## config.mk

```make
export PLATFORM = sky130hd
export DESIGN_NAME = lpc_io_host
export DESIGN_NICKNAME = d
export VERILOG_FILES = /design/src/rtl/lpc_host_pkg.sv /design/src/rtl/lpc_byte_fifo.sv /design/src/rtl/lpc_cycle_seq.sv /design/src/rtl/lpc_io_host.sv
export SDC_FILE = /design/constraint.sdc
export NUM_CORES = 1
export LEC_CHECK = 0
export ABC_AREA = 1
export BUFFER_PORTS_ARGS = -buffer_cell sky130_fd_sc_hd__buf_2
export CORE_MARGIN = 2
export CORE_UTILIZATION = 45
export CTS_CLUSTER_DIAMETER = 120
export DETAILED_ROUTE_END_ITERATION = 8
export GPL_TIMING_DRIVEN = 1
export PLACE_DENSITY = 0.71
export SYNTH_ARGS = -nofsm -noshare
export SYNTH_HDL_FRONTEND = slang
export SYNTH_SLANG_ARGS = --single-unit
```

## constraint.sdc

```tcl
create_clock -name clk_i -period 5.9 [get_ports clk_i]
set_input_delay 0.295 -clock clk_i [delete_from_list [all_inputs] [get_ports clk_i]]
set_output_delay 0.295 -clock clk_i [all_outputs]
set_load 0.05 [all_outputs]
```

## src/rtl/lpc_host_pkg.sv

```systemverilog
package lpc_host_pkg;

  typedef enum logic [3:0] {
    PH_IDLE, PH_START, PH_CTDIR, PH_ADDR, PH_WDATA,
    PH_TAR1, PH_SYNC, PH_RDATA, PH_TAR2
  } phase_e;

  localparam logic [3:0] NIB_START  = 4'h0;
  localparam logic [3:0] CT_IO_RD   = 4'h0;
  localparam logic [3:0] CT_IO_WR   = 4'h2;
  localparam logic [3:0] NIB_PARK   = 4'hF;
  localparam logic [3:0] SYNC_READY = 4'h0;
  localparam logic [3:0] SYNC_SHORT = 4'h5;
  localparam logic [3:0] SYNC_LONG  = 4'h6;

  // register word index = byte offset / 4
  localparam logic [3:0] RW_START  = 4'd0;
  localparam logic [3:0] RW_STATUS = 4'd1;
  localparam logic [3:0] RW_LEN    = 4'd4;
  localparam logic [3:0] RW_CMD    = 4'd5;
  localparam logic [3:0] RW_ADDR   = 4'd8;
  localparam logic [3:0] RW_WDATA  = 4'd9;
  localparam logic [3:0] RW_RDATA  = 4'd10;

endpackage

```

## src/rtl/lpc_byte_fifo.sv

```systemverilog
module lpc_byte_fifo #(
  parameter int DEPTH = 16
) (
  input  logic       clk_i,
  input  logic       rst_ni,
  input  logic       flush_i,
  input  logic       push_i,
  input  logic [7:0] din_i,
  input  logic       pop_i,
  output logic [7:0] dout_o,
  output logic       empty_o,
  output logic       full_o
);
  localparam int PW = (DEPTH > 1) ? $clog2(DEPTH) : 1;
  localparam int CW = $clog2(DEPTH + 1);

  logic [7:0]    mem [DEPTH];
  logic [PW-1:0] wr_ptr, rd_ptr;
  logic [CW-1:0] cnt;
  logic          do_push, do_pop;

  assign empty_o = (cnt == '0);
  assign full_o  = (cnt == CW'(DEPTH));
  assign do_push = push_i && !full_o;
  assign do_pop  = pop_i && !empty_o;
  assign dout_o  = empty_o ? 8'hFF : mem[rd_ptr];

  function automatic logic [PW-1:0] nxt(input logic [PW-1:0] p);
    return (p == PW'(DEPTH - 1)) ? '0 : p + 1'b1;
  endfunction

  always_ff @(posedge clk_i or negedge rst_ni) begin
    if (!rst_ni) begin
      wr_ptr <= '0;
      rd_ptr <= '0;
      cnt    <= '0;
    end else if (flush_i) begin
      wr_ptr <= '0;
      rd_ptr <= '0;
      cnt    <= '0;
    end else begin
      if (do_push) wr_ptr <= nxt(wr_ptr);
      if (do_pop)  rd_ptr <= nxt(rd_ptr);
      if (do_push && !do_pop)      cnt <= cnt + 1'b1;
      else if (do_pop && !do_push) cnt <= cnt - 1'b1;
    end
  end

  always_ff @(posedge clk_i) begin
    if (do_push && !flush_i) mem[wr_ptr] <= din_i;
  end

  AST_NO_OVERFLOW: assert property (@(posedge clk_i) disable iff (!rst_ni)
    (full_o && push_i && !pop_i && !flush_i) |=> full_o && $stable(wr_ptr));
  AST_EMPTY_POP: assert property (@(posedge clk_i) disable iff (!rst_ni)
    (empty_o && pop_i && !push_i) |=> empty_o);
  AST_CNT_BOUND: assert property (@(posedge clk_i) disable iff (!rst_ni)
    cnt <= CW'(DEPTH));

endmodule

```

## src/rtl/lpc_cycle_seq.sv

```systemverilog
module lpc_cycle_seq
  import lpc_host_pkg::*;
#(
  parameter int MAX_LEN    = 16,
  parameter int WAIT_LIMIT = 256,
  parameter int ADDR_W     = 16
) (
  input  logic                             clk_i,
  input  logic                             rst_ni,
  input  logic                             go_i,
  input  logic [$clog2(MAX_LEN+1)-1:0]     len_i,
  input  logic                             write_i,
  input  logic                             fixed_i,
  input  logic [ADDR_W-1:0]                addr_i,
  input  logic [7:0]                       wbyte_i,
  input  logic [3:0]                       lad_i,
  output logic                             busy_o,
  output logic                             wpop_o,
  output logic                             rpush_o,
  output logic [7:0]                       rbyte_o,
  output logic                             done_o,
  output logic                             fail_o,
  output logic [3:0]                       lad_o,
  output logic                             lad_oe_o,
  output logic                             lframe_no
);
  localparam int LW  = $clog2(MAX_LEN + 1);
  localparam int WW  = $clog2(WAIT_LIMIT + 1);
  localparam int NIB = ADDR_W / 4;
  localparam int IW  = (NIB > 2) ? $clog2(NIB) : 1;

  phase_e            ph;
  logic [IW-1:0]     idx;
  logic [LW-1:0]     left;
  logic [ADDR_W-1:0] cur_addr;
  logic [7:0]        wdat;
  logic [3:0]        lo_nib;
  logic [WW-1:0]     wcnt;
  logic              wr_q, fix_q;
  logic              is_ready, is_wait, timeout, last;

  assign is_ready = (lad_i == SYNC_READY);
  assign is_wait  = (lad_i == SYNC_SHORT) || (lad_i == SYNC_LONG);
  assign timeout  = is_wait && (wcnt == WW'(WAIT_LIMIT));
  assign last     = (left == LW'(1));

  assign busy_o  = (ph != PH_IDLE);
  assign fail_o  = (ph == PH_SYNC) && ((!is_ready && !is_wait) || timeout);
  assign done_o  = (ph == PH_TAR2) && (idx == IW'(1)) && last;
  assign wpop_o  = (ph == PH_START) && wr_q;
  assign rpush_o = (ph == PH_RDATA) && (idx == IW'(1));
  assign rbyte_o = {lad_i, lo_nib};

  always_comb begin
    lad_o     = NIB_PARK;
    lad_oe_o  = 1'b0;
    lframe_no = 1'b1;
    unique case (ph)
      PH_START: begin lframe_no = 1'b0; lad_oe_o = 1'b1; lad_o = NIB_START; end
      PH_CTDIR: begin lad_oe_o = 1'b1; lad_o = wr_q ? CT_IO_WR : CT_IO_RD; end
      PH_ADDR:  begin lad_oe_o = 1'b1; lad_o = cur_addr[4*(NIB-1-int'(idx)) +: 4]; end
      PH_WDATA: begin lad_oe_o = 1'b1; lad_o = (idx == '0) ? wdat[3:0] : wdat[7:4]; end
      PH_TAR1:  lad_oe_o = (idx == '0);
      default:  ;
    endcase
  end

  always_ff @(posedge clk_i or negedge rst_ni) begin
    if (!rst_ni) begin
      ph       <= PH_IDLE;
      idx      <= '0;
      left     <= '0;
      cur_addr <= '0;
      wdat     <= '0;
      lo_nib   <= '0;
      wcnt     <= '0;
      wr_q     <= 1'b0;
      fix_q    <= 1'b0;
    end else begin
      unique case (ph)
        PH_IDLE: if (go_i) begin
          ph       <= PH_START;
          wr_q     <= write_i;
          fix_q    <= fixed_i;
          cur_addr <= addr_i;
          left     <= len_i;
        end
        PH_START: begin
          if (wr_q) wdat <= wbyte_i;
          ph <= PH_CTDIR;
        end
        PH_CTDIR: begin ph <= PH_ADDR; idx <= '0; end
        PH_ADDR: begin
          if (idx == IW'(NIB - 1)) begin
            ph  <= wr_q ? PH_WDATA : PH_TAR1;
            idx <= '0;
          end else idx <= idx + 1'b1;
        end
        PH_WDATA: begin
          if (idx == IW'(1)) begin ph <= PH_TAR1; idx <= '0; end
          else idx <= idx + 1'b1;
        end
        PH_TAR1: begin
          if (idx == IW'(1)) begin ph <= PH_SYNC; idx <= '0; wcnt <= '0; end
          else idx <= idx + 1'b1;
        end
        PH_SYNC: begin
          if (fail_o)        ph <= PH_IDLE;
          else if (is_ready) begin ph <= wr_q ? PH_TAR2 : PH_RDATA; idx <= '0; end
          else               wcnt <= wcnt + 1'b1;
        end
        PH_RDATA: begin
          if (idx == '0) begin lo_nib <= lad_i; idx <= idx + 1'b1; end
          else begin ph <= PH_TAR2; idx <= '0; end
        end
        PH_TAR2: begin
          if (idx == '0) idx <= idx + 1'b1;
          else begin
            idx <= '0;
            if (last) ph <= PH_IDLE;
            else begin
              ph   <= PH_START;
              left <= left - 1'b1;
              if (!fix_q) cur_addr <= cur_addr + 1'b1;
            end
          end
        end
        default: ph <= PH_IDLE;
      endcase
    end
  end

  AST_FRAME_ONE_CLK: assert property (@(posedge clk_i) disable iff (!rst_ni)
    !lframe_no |=> lframe_no && lad_oe_o);
  AST_WAIT_BOUND: assert property (@(posedge clk_i) disable iff (!rst_ni)
    (ph == PH_SYNC) |-> (wcnt <= WW'(WAIT_LIMIT)));
  AST_FAIL_STOPS: assert property (@(posedge clk_i) disable iff (!rst_ni)
    fail_o |=> !busy_o && lframe_no);

endmodule

```

## src/rtl/lpc_io_host.sv

```systemverilog
module lpc_io_host
  import lpc_host_pkg::*;
#(
  parameter int FIFO_DEPTH = 16,
  parameter int MAX_LEN    = 16,
  parameter int WAIT_LIMIT = 256,
  parameter int ADDR_W     = 16
) (
  input  logic        clk_i,
  input  logic        rst_ni,
  input  logic        req_i,
  input  logic        we_i,
  input  logic [5:0]  addr_i,
  input  logic [31:0] wdata_i,
  output logic [31:0] rdata_o,
  input  logic [3:0]  lad_i,
  output logic [3:0]  lad_o,
  output logic        lad_oe_o,
  output logic        lframe_no
);
  localparam int LW = $clog2(MAX_LEN + 1);

  logic [LW-1:0]     len_q;
  logic [ADDR_W-1:0] tgt_q;
  logic              dir_wr_q, fixed_q, fin_q;
  logic [3:0]        word;
  logic              wr_hit, rd_hit, cfg_ok, start_hit, go;
  logic              busy, seq_done, seq_fail, wpop, rpush;
  logic [7:0]        rbyte, wf_dout, rf_dout;
  logic              wf_empty, wf_full, rf_empty, rf_full;

  assign word      = addr_i[5:2];
  assign wr_hit    = req_i && we_i && (addr_i[1:0] == 2'b00);
  assign rd_hit    = req_i && !we_i && (addr_i[1:0] == 2'b00);
  assign cfg_ok    = wr_hit && !busy;
  assign start_hit = cfg_ok && (word == RW_START) && wdata_i[0];
  assign go        = start_hit && (len_q != '0);

  always_ff @(posedge clk_i or negedge rst_ni) begin
    if (!rst_ni) begin
      len_q    <= '0;
      tgt_q    <= '0;
      dir_wr_q <= 1'b0;
      fixed_q  <= 1'b0;
      fin_q    <= 1'b0;
    end else begin
      if (cfg_ok && word == RW_LEN)
        len_q <= (wdata_i > 32'(MAX_LEN)) ? LW'(MAX_LEN) : LW'(wdata_i);
      if (cfg_ok && word == RW_CMD) begin
        dir_wr_q <= wdata_i[0];
        fixed_q  <= wdata_i[3];
      end
      if (cfg_ok && word == RW_ADDR) tgt_q <= wdata_i[ADDR_W-1:0];
      if (start_hit)     fin_q <= (len_q == '0);
      else if (seq_done) fin_q <= 1'b1;
    end
  end

  always_comb begin
    rdata_o = '0;
    if (rd_hit) begin
      unique case (word)
        RW_STATUS: rdata_o = {30'd0, fin_q, !busy};
        RW_LEN:    rdata_o = 32'(len_q);
        RW_CMD:    rdata_o = {28'd0, fixed_q, 2'b00, dir_wr_q};
        RW_ADDR:   rdata_o = 32'(tgt_q);
        RW_RDATA:  rdata_o = rf_empty ? '1 : {24'd0, rf_dout};
        default:   rdata_o = '0;
      endcase
    end
  end

  lpc_byte_fifo #(.DEPTH(FIFO_DEPTH)) u_tx_fifo (
    .clk_i   (clk_i),
    .rst_ni  (rst_ni),
    .flush_i (seq_fail),
    .push_i  (cfg_ok && word == RW_WDATA),
    .din_i   (wdata_i[7:0]),
    .pop_i   (wpop),
    .dout_o  (wf_dout),
    .empty_o (wf_empty),
    .full_o  (wf_full)
  );

  lpc_byte_fifo #(.DEPTH(FIFO_DEPTH)) u_rx_fifo (
    .clk_i   (clk_i),
    .rst_ni  (rst_ni),
    .flush_i (seq_fail),
    .push_i  (rpush),
    .din_i   (rbyte),
    .pop_i   (rd_hit && word == RW_RDATA),
    .dout_o  (rf_dout),
    .empty_o (rf_empty),
    .full_o  (rf_full)
  );

  lpc_cycle_seq #(
    .MAX_LEN    (MAX_LEN),
    .WAIT_LIMIT (WAIT_LIMIT),
    .ADDR_W     (ADDR_W)
  ) u_seq (
    .clk_i     (clk_i),
    .rst_ni    (rst_ni),
    .go_i      (go),
    .len_i     (len_q),
    .write_i   (dir_wr_q),
    .fixed_i   (fixed_q),
    .addr_i    (tgt_q),
    .wbyte_i   (wf_dout),
    .lad_i     (lad_i),
    .busy_o    (busy),
    .wpop_o    (wpop),
    .rpush_o   (rpush),
    .rbyte_o   (rbyte),
    .done_o    (seq_done),
    .fail_o    (seq_fail),
    .lad_o     (lad_o),
    .lad_oe_o  (lad_oe_o),
    .lframe_no (lframe_no)
  );

  AST_CFG_FROZEN: assert property (@(posedge clk_i) disable iff (!rst_ni)
    (busy && wr_hit) |=> $stable(len_q) && $stable(tgt_q) && $stable({dir_wr_q, fixed_q}));
  AST_ZERO_LEN: assert property (@(posedge clk_i) disable iff (!rst_ni)
    (start_hit && len_q == '0) |=> !busy && fin_q && lframe_no);
  AST_ABORT_FLUSH: assert property (@(posedge clk_i) disable iff (!rst_ni)
    seq_fail |=> rf_empty && wf_empty && !fin_q);
  AST_START_CLEARS: assert property (@(posedge clk_i) disable iff (!rst_ni)
    go |=> busy && !fin_q);
  AST_FULL_EXCL: assert property (@(posedge clk_i) disable iff (!rst_ni)
    !(wf_full && wf_empty) && !(rf_full && rf_empty));

endmodule

```

# After elaboration in Yosys (flattened, before gate mapping)
# Memories as Yosys holds them, arrays and structs flattened.
# Cells that the tools add are included.
[word_totals]
n_memories = 2
ram_bits = 256
reg_bits = 100
inputBits = 46
[op_classes]
reduce_logical = 76
magnitude_cmp = 1
addsub = 13
shift = 1
mux = 65
n_eq_ne = 38
[memory_table]
columns = ["memory", "depth", "word_bits", "read_ports", "rd_clocked_by_memory_dff", "wr", "line_no", "rtl"]
rows = [
  ["u_rx_fifo.mem", 16, 8, 1, 0, 1, "lpc_byte_fifo.sv:17", "logic [7:0] mem [DEPTH];"],
  ["u_tx_fifo.mem", 16, 8, 1, 0, 1, "lpc_byte_fifo.sv:17", ""],
]
[op_table]
columns = ["cell", "count"]
rows = [
  ["case mux 32 bit (5 select lines)", 1],
  ["2-to-1 mux 4 bit", 22],
  ["2-to-1 mux 16 bit", 4],
  ["2-to-1 mux 32 bit", 2],
  ["2-to-1 mux 5 bit", 10],
  ["case mux 4 bit (9 select lines)", 1],
  ["== test 4 x 3 -> 1 bit, second input constant", 8],
  ["== test 4 bit, second input constant", 8],
  ["greater-than comparator 32 x 5 -> 1 bit, second input constant", 1],
  ["case mux 16 bit (2 select lines)", 1],
  ["variable part select 16 x 32 -> 4 bit", 1],
  ["logical AND 1 bit", 30],
  ["2-to-1 mux 9 bit", 3],
  ["case mux 9 bit (2 select lines)", 1],
  ["adder 16 x 1 -> 16 bit, second input constant", 1],
  ["adder 4 x 1 -> 4 bit, second input constant", 4],
  ["case mux 4 bit (4 select lines)", 1],
  ["zero test 5 bit", 3],
  ["subtractor 5 x 1 -> 5 bit, second input constant", 3],
  ["inequality test 2 bit, second input constant", 7],
  ["nonzero test 2 bit", 7],
  ["zero test 1 bit", 13],
  ["zero test 4 bit", 3],
  ["2-to-1 mux 2 bit", 6],
  ["other kinds (30)", 53],
]

# Longest topological paths before layout
[logic_depth]
word_depth = 10
ltp_mapped = 14
depth_no_buf = 14

# Hierarchy
# A second synthesis with hierarchy kept.
[hier_totals]
hier_cells = 1801
hier_area_um2 = 17430.5
[modules_own_cells]
columns = ["module", "area_per_inst_um2", "instances", "cells_each", "seq_area_each_um2"]
rows = [
  ["lpc_byte_fifo at u_tx_fifo", 6054.6, 1, 500, 4169.0],
  ["lpc_byte_fifo at u_rx_fifo", 6020.8, 1, 500, 4169.0],
  ["lpc_cycle_seq", 3578.4, 1, 526, 1251.2],
  ["lpc_io_host", 1776.7, 1, 275, 600.6],
]

# Worst setup path after synthesis
# Ideal clock, no wire load.
[synth_path]
path_type = "register to register"
start = "reg u_seq.ph[2]"
end = "reg u_tx_fifo.cnt[4]"
path_slack_ns = 3.174
stages_incl_launch_ff = 15
setup_time_ns = 0.126
arrival_time_ns = 2.601
path_cell_list = "dfrtp_1 nor2_4 nand3_1 inv_1 nand2_2 nor2_4 inv_1 ha_1 inv_1 ha_1 nand2_1 nand2_1 a21oi_1 xor2_1 a21oi_1"
[synth_between]
elab_chain_len = 8
elab_cells_between_ends = 17
[synth_lines]
columns = ["item", "line_no", "rtl"]
rows = [
  ["start, declared", "lpc_cycle_seq.sv:32", "phase_e ph;"],
  ["start signal, assigned", "lpc_cycle_seq.sv:95", "ph <= wr_q ? PH_WDATA : PH_TAR1;"],
  ["nonzero test 4 bit", "lpc_cycle_seq.sv:47", "assign busy_o = (ph != PH_IDLE);"],
  ["zero test 1 bit", "lpc_io_host.sv:35", "assign cfg_ok = wr_hit && !busy;"],
  ["logical AND 1 bit", "lpc_io_host.sv:35", ""],
  ["logical AND 1 bit", "lpc_io_host.sv:77", ".push_i (cfg_ok && word == RW_WDATA),"],
  ["logical AND 1 bit", "lpc_byte_fifo.sv:24", "assign do_push = push_i && !full_o;"],
  ["logical AND 1 bit or zero test 1 bit (tied branches)", "lpc_byte_fifo.sv:44, lpc_byte_fifo.sv:45", ""],
  ["2-to-1 mux 5 bit or logical AND 1 bit (tied branches)", "lpc_byte_fifo.sv:44, lpc_byte_fifo.sv:45", ""],
  ["2-to-1 mux 5 bit or nonzero test 3 bit (tied branches)", "-", ""],
  ["end signal, assigned", "lpc_byte_fifo.sv:44", "if (do_push && !do_pop) cnt <= cnt + 1'b1;"],
  ["end signal, assigned", "lpc_byte_fifo.sv:45", "else if (do_pop && !do_push) cnt <= cnt - 1'b1;"],
  ["end, declared", "lpc_byte_fifo.sv:19", "logic [CW-1:0] cnt;"],
]
# Parallel ways exist; a longest one is shown, timed or not.
# A chain may end at the register's enable or synchronous reset.

# Worst setup path in the final report
[layout_path]
start = "reg u_rx_fifo.rd_ptr[0]"
end = "out rdata_o[5]"
[layout_between]
elab_chain_len = 4
[layout_lines]
columns = ["item", "line_no", "rtl"]
rows = [
  ["start, declared", "lpc_byte_fifo.sv:18", "logic [PW-1:0] wr_ptr, rd_ptr;"],
  ["start signal, assigned", "lpc_byte_fifo.sv:43", "if (do_pop) rd_ptr <= nxt(rd_ptr);"],
  ["memory read (16 x 8 bit)", "-", ""],
  ["2-to-1 mux 32 bit", "lpc_io_host.sv:67", "RW_RDATA: rdata_o = rf_empty ? '1 : {24'd0, rf_dout};"],
  ["case mux 32 bit (5 select lines)", "lpc_io_host.sv:62", "unique case (word)"],
  ["2-to-1 mux 32 bit", "lpc_io_host.sv:61", "if (rd_hit) begin"],
  ["end, declared", "lpc_io_host.sv:15", "output logic [31:0] rdata_o,"],
]
# No other way between the ends.

==> results_dict.tcl <==
set metrics [dict create \
    status "complete, no violations" \
    dieArea_um2 39000 \
    clkLatencyLatePin_ps 530 \
    r2r_cells 11 \
    stdcell_area_um2 18700 \
    layout-drive-gt1-share_pct 10.4 \
    die_y_um 197 \
    num-fill-cells 3254 \
    path_delay_family "buffers and inverters" \
    slew_headroom_pct 24.3 \
    crit_arrival_ps 3050 \
    grt_antenna_before_repair 3 \
    setup_viol 0 \
    register_area_um2 10200 \
    synthesis.nets 1825 \
    end_kind "output pin" \
    area_growth_pct 11.3 \
    clock-sinks 356 \
    path_cells "clkinv_1 -> buf_4 -> o21ai_0 -> o211ai_1 -> nand3_1 -> nand3_1 -> nand2_1 -> nand2_1 -> buf_2" \
    cp-start-kind "flip-flop" \
    critPathSlowestCell "buf_4" \
    fmax_mhz 299 \
    grt_pass1_wl_um 63900 \
    internal_power_w 0.00472 \
    cts_buffers 38 \
    dpl_cell_area_um2 17500 \
    rsz0062_at_grt "false" \
    die_w_um 197 \
    cts_tree "built" \
    via_count 12400 \
    ant_nets 0 \
    ys_types 47 \
    core_area_um2 36700 \
    gr-usage-all-layers_pct 21.0 \
    critical_path_class "reg -> out" \
    route.final.wire_length_um 40800 \
    cp_data_required_time_ps 5610 \
    cts_max_path_buffers 3 \
    hold_class "in -> reg" \
    syn_avg_cell_area_um2 9.64 \
    first_global_vias 11900 \
    grt_start_max_net_pins 73 \
    gp_congestion 0.917 \
    synth.ff_latch_count 356 \
    path_max_fanout 44 \
    post-place-cells 2232 \
    io_buffers 83 \
    stdcell_count 2304 \
    max_stage_delay_ps 520 \
    fin_nets 1882 \
    synth_most_common_cell "nand2_1" \
    finalSetupTns_ps 0 \
    vias_per_cell 5.40 \
    synth_largest_area_cell "edfxtp_1" \
    htree_levels 2 \
    p_per_area_nw_per_um2 382 \
    hold_violations 0 \
    post_drt_wl_per_cell_um 17.7 \
    yosys_most_used_dff "edfxtp_1" \
    synth_top_cell_area_share_pct 45.6 \
    path_buf_inv 3 \
    tightest_slew_ps 1130 \
    slew_violations 0 \
    cp.depth 9 \
    async_flop_share_pct 28.1 \
    clk_pin_slew_ps 60 \
    synthTopCellsByArea "edfxtp_1 (46%), dfrtp_1 (15%), nand2_1 (9.3%)" \
    post-route-util_pct 51.1 \
    skew_ps 26.3 \
    synth.cell_area_um2 16800 \
    hpwl_um 27500 \
    seq_area_frac_synth_pct 60.5 \
    drtPass1Iterations 5 \
    power_frac_seq_pct 43.1 \
    pwr-share-clk_pct 31.9 \
    yosys_warnings 0 \
    start_util_pct 45.9 \
    io_pins 84 \
    synth-edff-count 256 \
    fin_crit_ps 3350 \
    drtIter0Drc 1195 \
    p_comb_share_pct 25.0 \
    p_sw_w 0.00245 \
    post_cts_resized 0 \
    p_leak_nw 7.60 \
    vdd_ir_drop_max_mv 0.259 \
    route.detailed.drc 0 \
    netlist_instances 1748 \
    hold_slack_ps 41.8 \
    ys_top_cells_by_count "nand2_1 (418), edfxtp_1 (256), nor2_1 (223)" \
    hold_depth 3 \
    cap_violations 0 \
    clockRootBuffer "clkbuf_16" \
    switching_share_pct 34.2 \
    finalCritPeriodShare_pct 56.7 \
    num_rows 70 \
    cts_setup_buffers 0 \
    multi_input_area_um2 5710 \
    postCtsHoldBufs 1 \
    grt-ovfl-total 0 \
]
==> logic make-up (layout without fill, tap and decap cells) <==
kind of cell / Yosys count / in the layout / synth area share (%)
AO/OA/AOI/OAI: 266 / 266 / 8.85
buffers and inverters: 225 / 310 / 5.60
XOR/XNOR: 15 / 15 / 0.780
multiplexers: 7 / 7 / 0.468
AND/OR/NAND/NOR: 848 / 848 / 21.4
other: 0 / 3 / 0
adder cells (fa/ha/maj): 31 / 31 / 2.39
flip-flops: 356 / 356 / 60.5
==> power by group through the flow <==
stage | Clock, W | Combinational (W) | Sequential, W
4_1_cts | 0.00233 | 0.00180 | 0.00309
3_5_place_dp | 0 | 0.00179 | 0.00313
2_1_floorplan | 0 | 0.00134 | 0.00305
3_3_place_gp | 0 | 0.00176 | 0.00313
5_1_grt | 0.00242 | 0.00200 | 0.00311
6_report | 0.00229 | 0.00179 | 0.00309
==> flip-flops by register name (all words and copies together), names as in the netlist <==
name              count
u_seq.fix_q           1
u_seq.ph              4
fin_q                 1
u_seq.wdat            8
u_rx_fifo.rd_ptr      4
u_rx_fifo.wr_ptr      4
u_seq.lo_nib          4
dir_wr_q              1
u_seq.cur_addr       16
tgt_q                16
len_q                 5
u_tx_fifo.cnt         5
u_rx_fifo.cnt         5
u_seq.idx             2
u_tx_fifo.mem       128
u_seq.wcnt            9
u_tx_fifo.rd_ptr      4
u_seq.wr_q            1
u_seq.left            5
u_rx_fifo.mem       128
u_tx_fifo.wr_ptr      4
fixed_q               1
==> layer usage <==
layer / GRT usage [%] / vias to the layer above / wire, µm
met4: 8.55 / 0 / 1560
met3: 5.21 / 90 / 3390
met5: 0 / - / 0
met2: 33.2 / 419 / 18700
met1: 27.8 / 5908 / 17100
li1: - / 6028 / -
==> cell usage in the layout (no fill, tap or decap), types with 5 or more instances in the layout <==
cell type,synthesis,layout
a21oi_1,51,51
clkinv_2,0,9
mux2_2,7,7
o21ai_1,9,9
inv_1,137,136
clkbuf_16,0,39
nor2_2,5,5
nand4_1,16,16
inv_2,8,8
buf_2,16,82
ha_1,29,29
o22ai_1,23,23
edfxtp_1,256,256
clkinv_1,6,13
xor2_1,9,9
nand2_1,418,418
buf_4,15,8
o211ai_1,30,30
nor2_1,223,223
dfrtp_1,100,98
clkbuf_1,39,5
nand3_1,149,149
xnor2_1,6,6
o21ai_0,142,142
nor3_1,8,8
nand2_2,5,5
==> cell type report <==
class / instances / share of cell area [%]
Antenna cell: 3 / 0.0401
Clock buffer: 47 / 5.53
Clock inverter: 21 / 0.861
Inverter: 151 / 3.02
Multi-Input combinational cell: 1167 / 30.5
Sequential cell: 356 / 54.4
Tap cell: 468 / 3.12
Timing Repair Buffer: 91 / 2.56
==> final timing paths <==
check	start	endpoint	slack, ps
max	u_rx_fifo.rd_ptr[0]	rdata_o[5]	2550
max reg2reg	u_seq.idx[0]	u_rx_fifo.cnt[4]	2950
max in group asynchronous	rst_ni	u_rx_fifo.rd_ptr[0]	4380
min reg2reg	tgt_q[0]	tgt_q[0]	490
min	wdata_i[8]	tgt_q[8]	40
min in group asynchronous	rst_ni	u_seq.wcnt[4]	270
==> stage by stage <==
stage | setup WS [ps] | total power, W
final | 2550 | 0.00717
after global routing | 2350 | 0.00753
after CTS | 2510 | 0.00722
after detailed placement | 3000 | 0.00492
after global placement | 3020 | 0.00489
after floorplan | 3170 | 0.00439
==> tightest hold or removal path, delay by kind of cell <==
| family | cells | cell delay, ps |
|---|---|---|
| buf+inv | 2 | 150 |
| compound gates | 1 | 80 |
No activity file was read; power rests on OpenSTA's default activity.
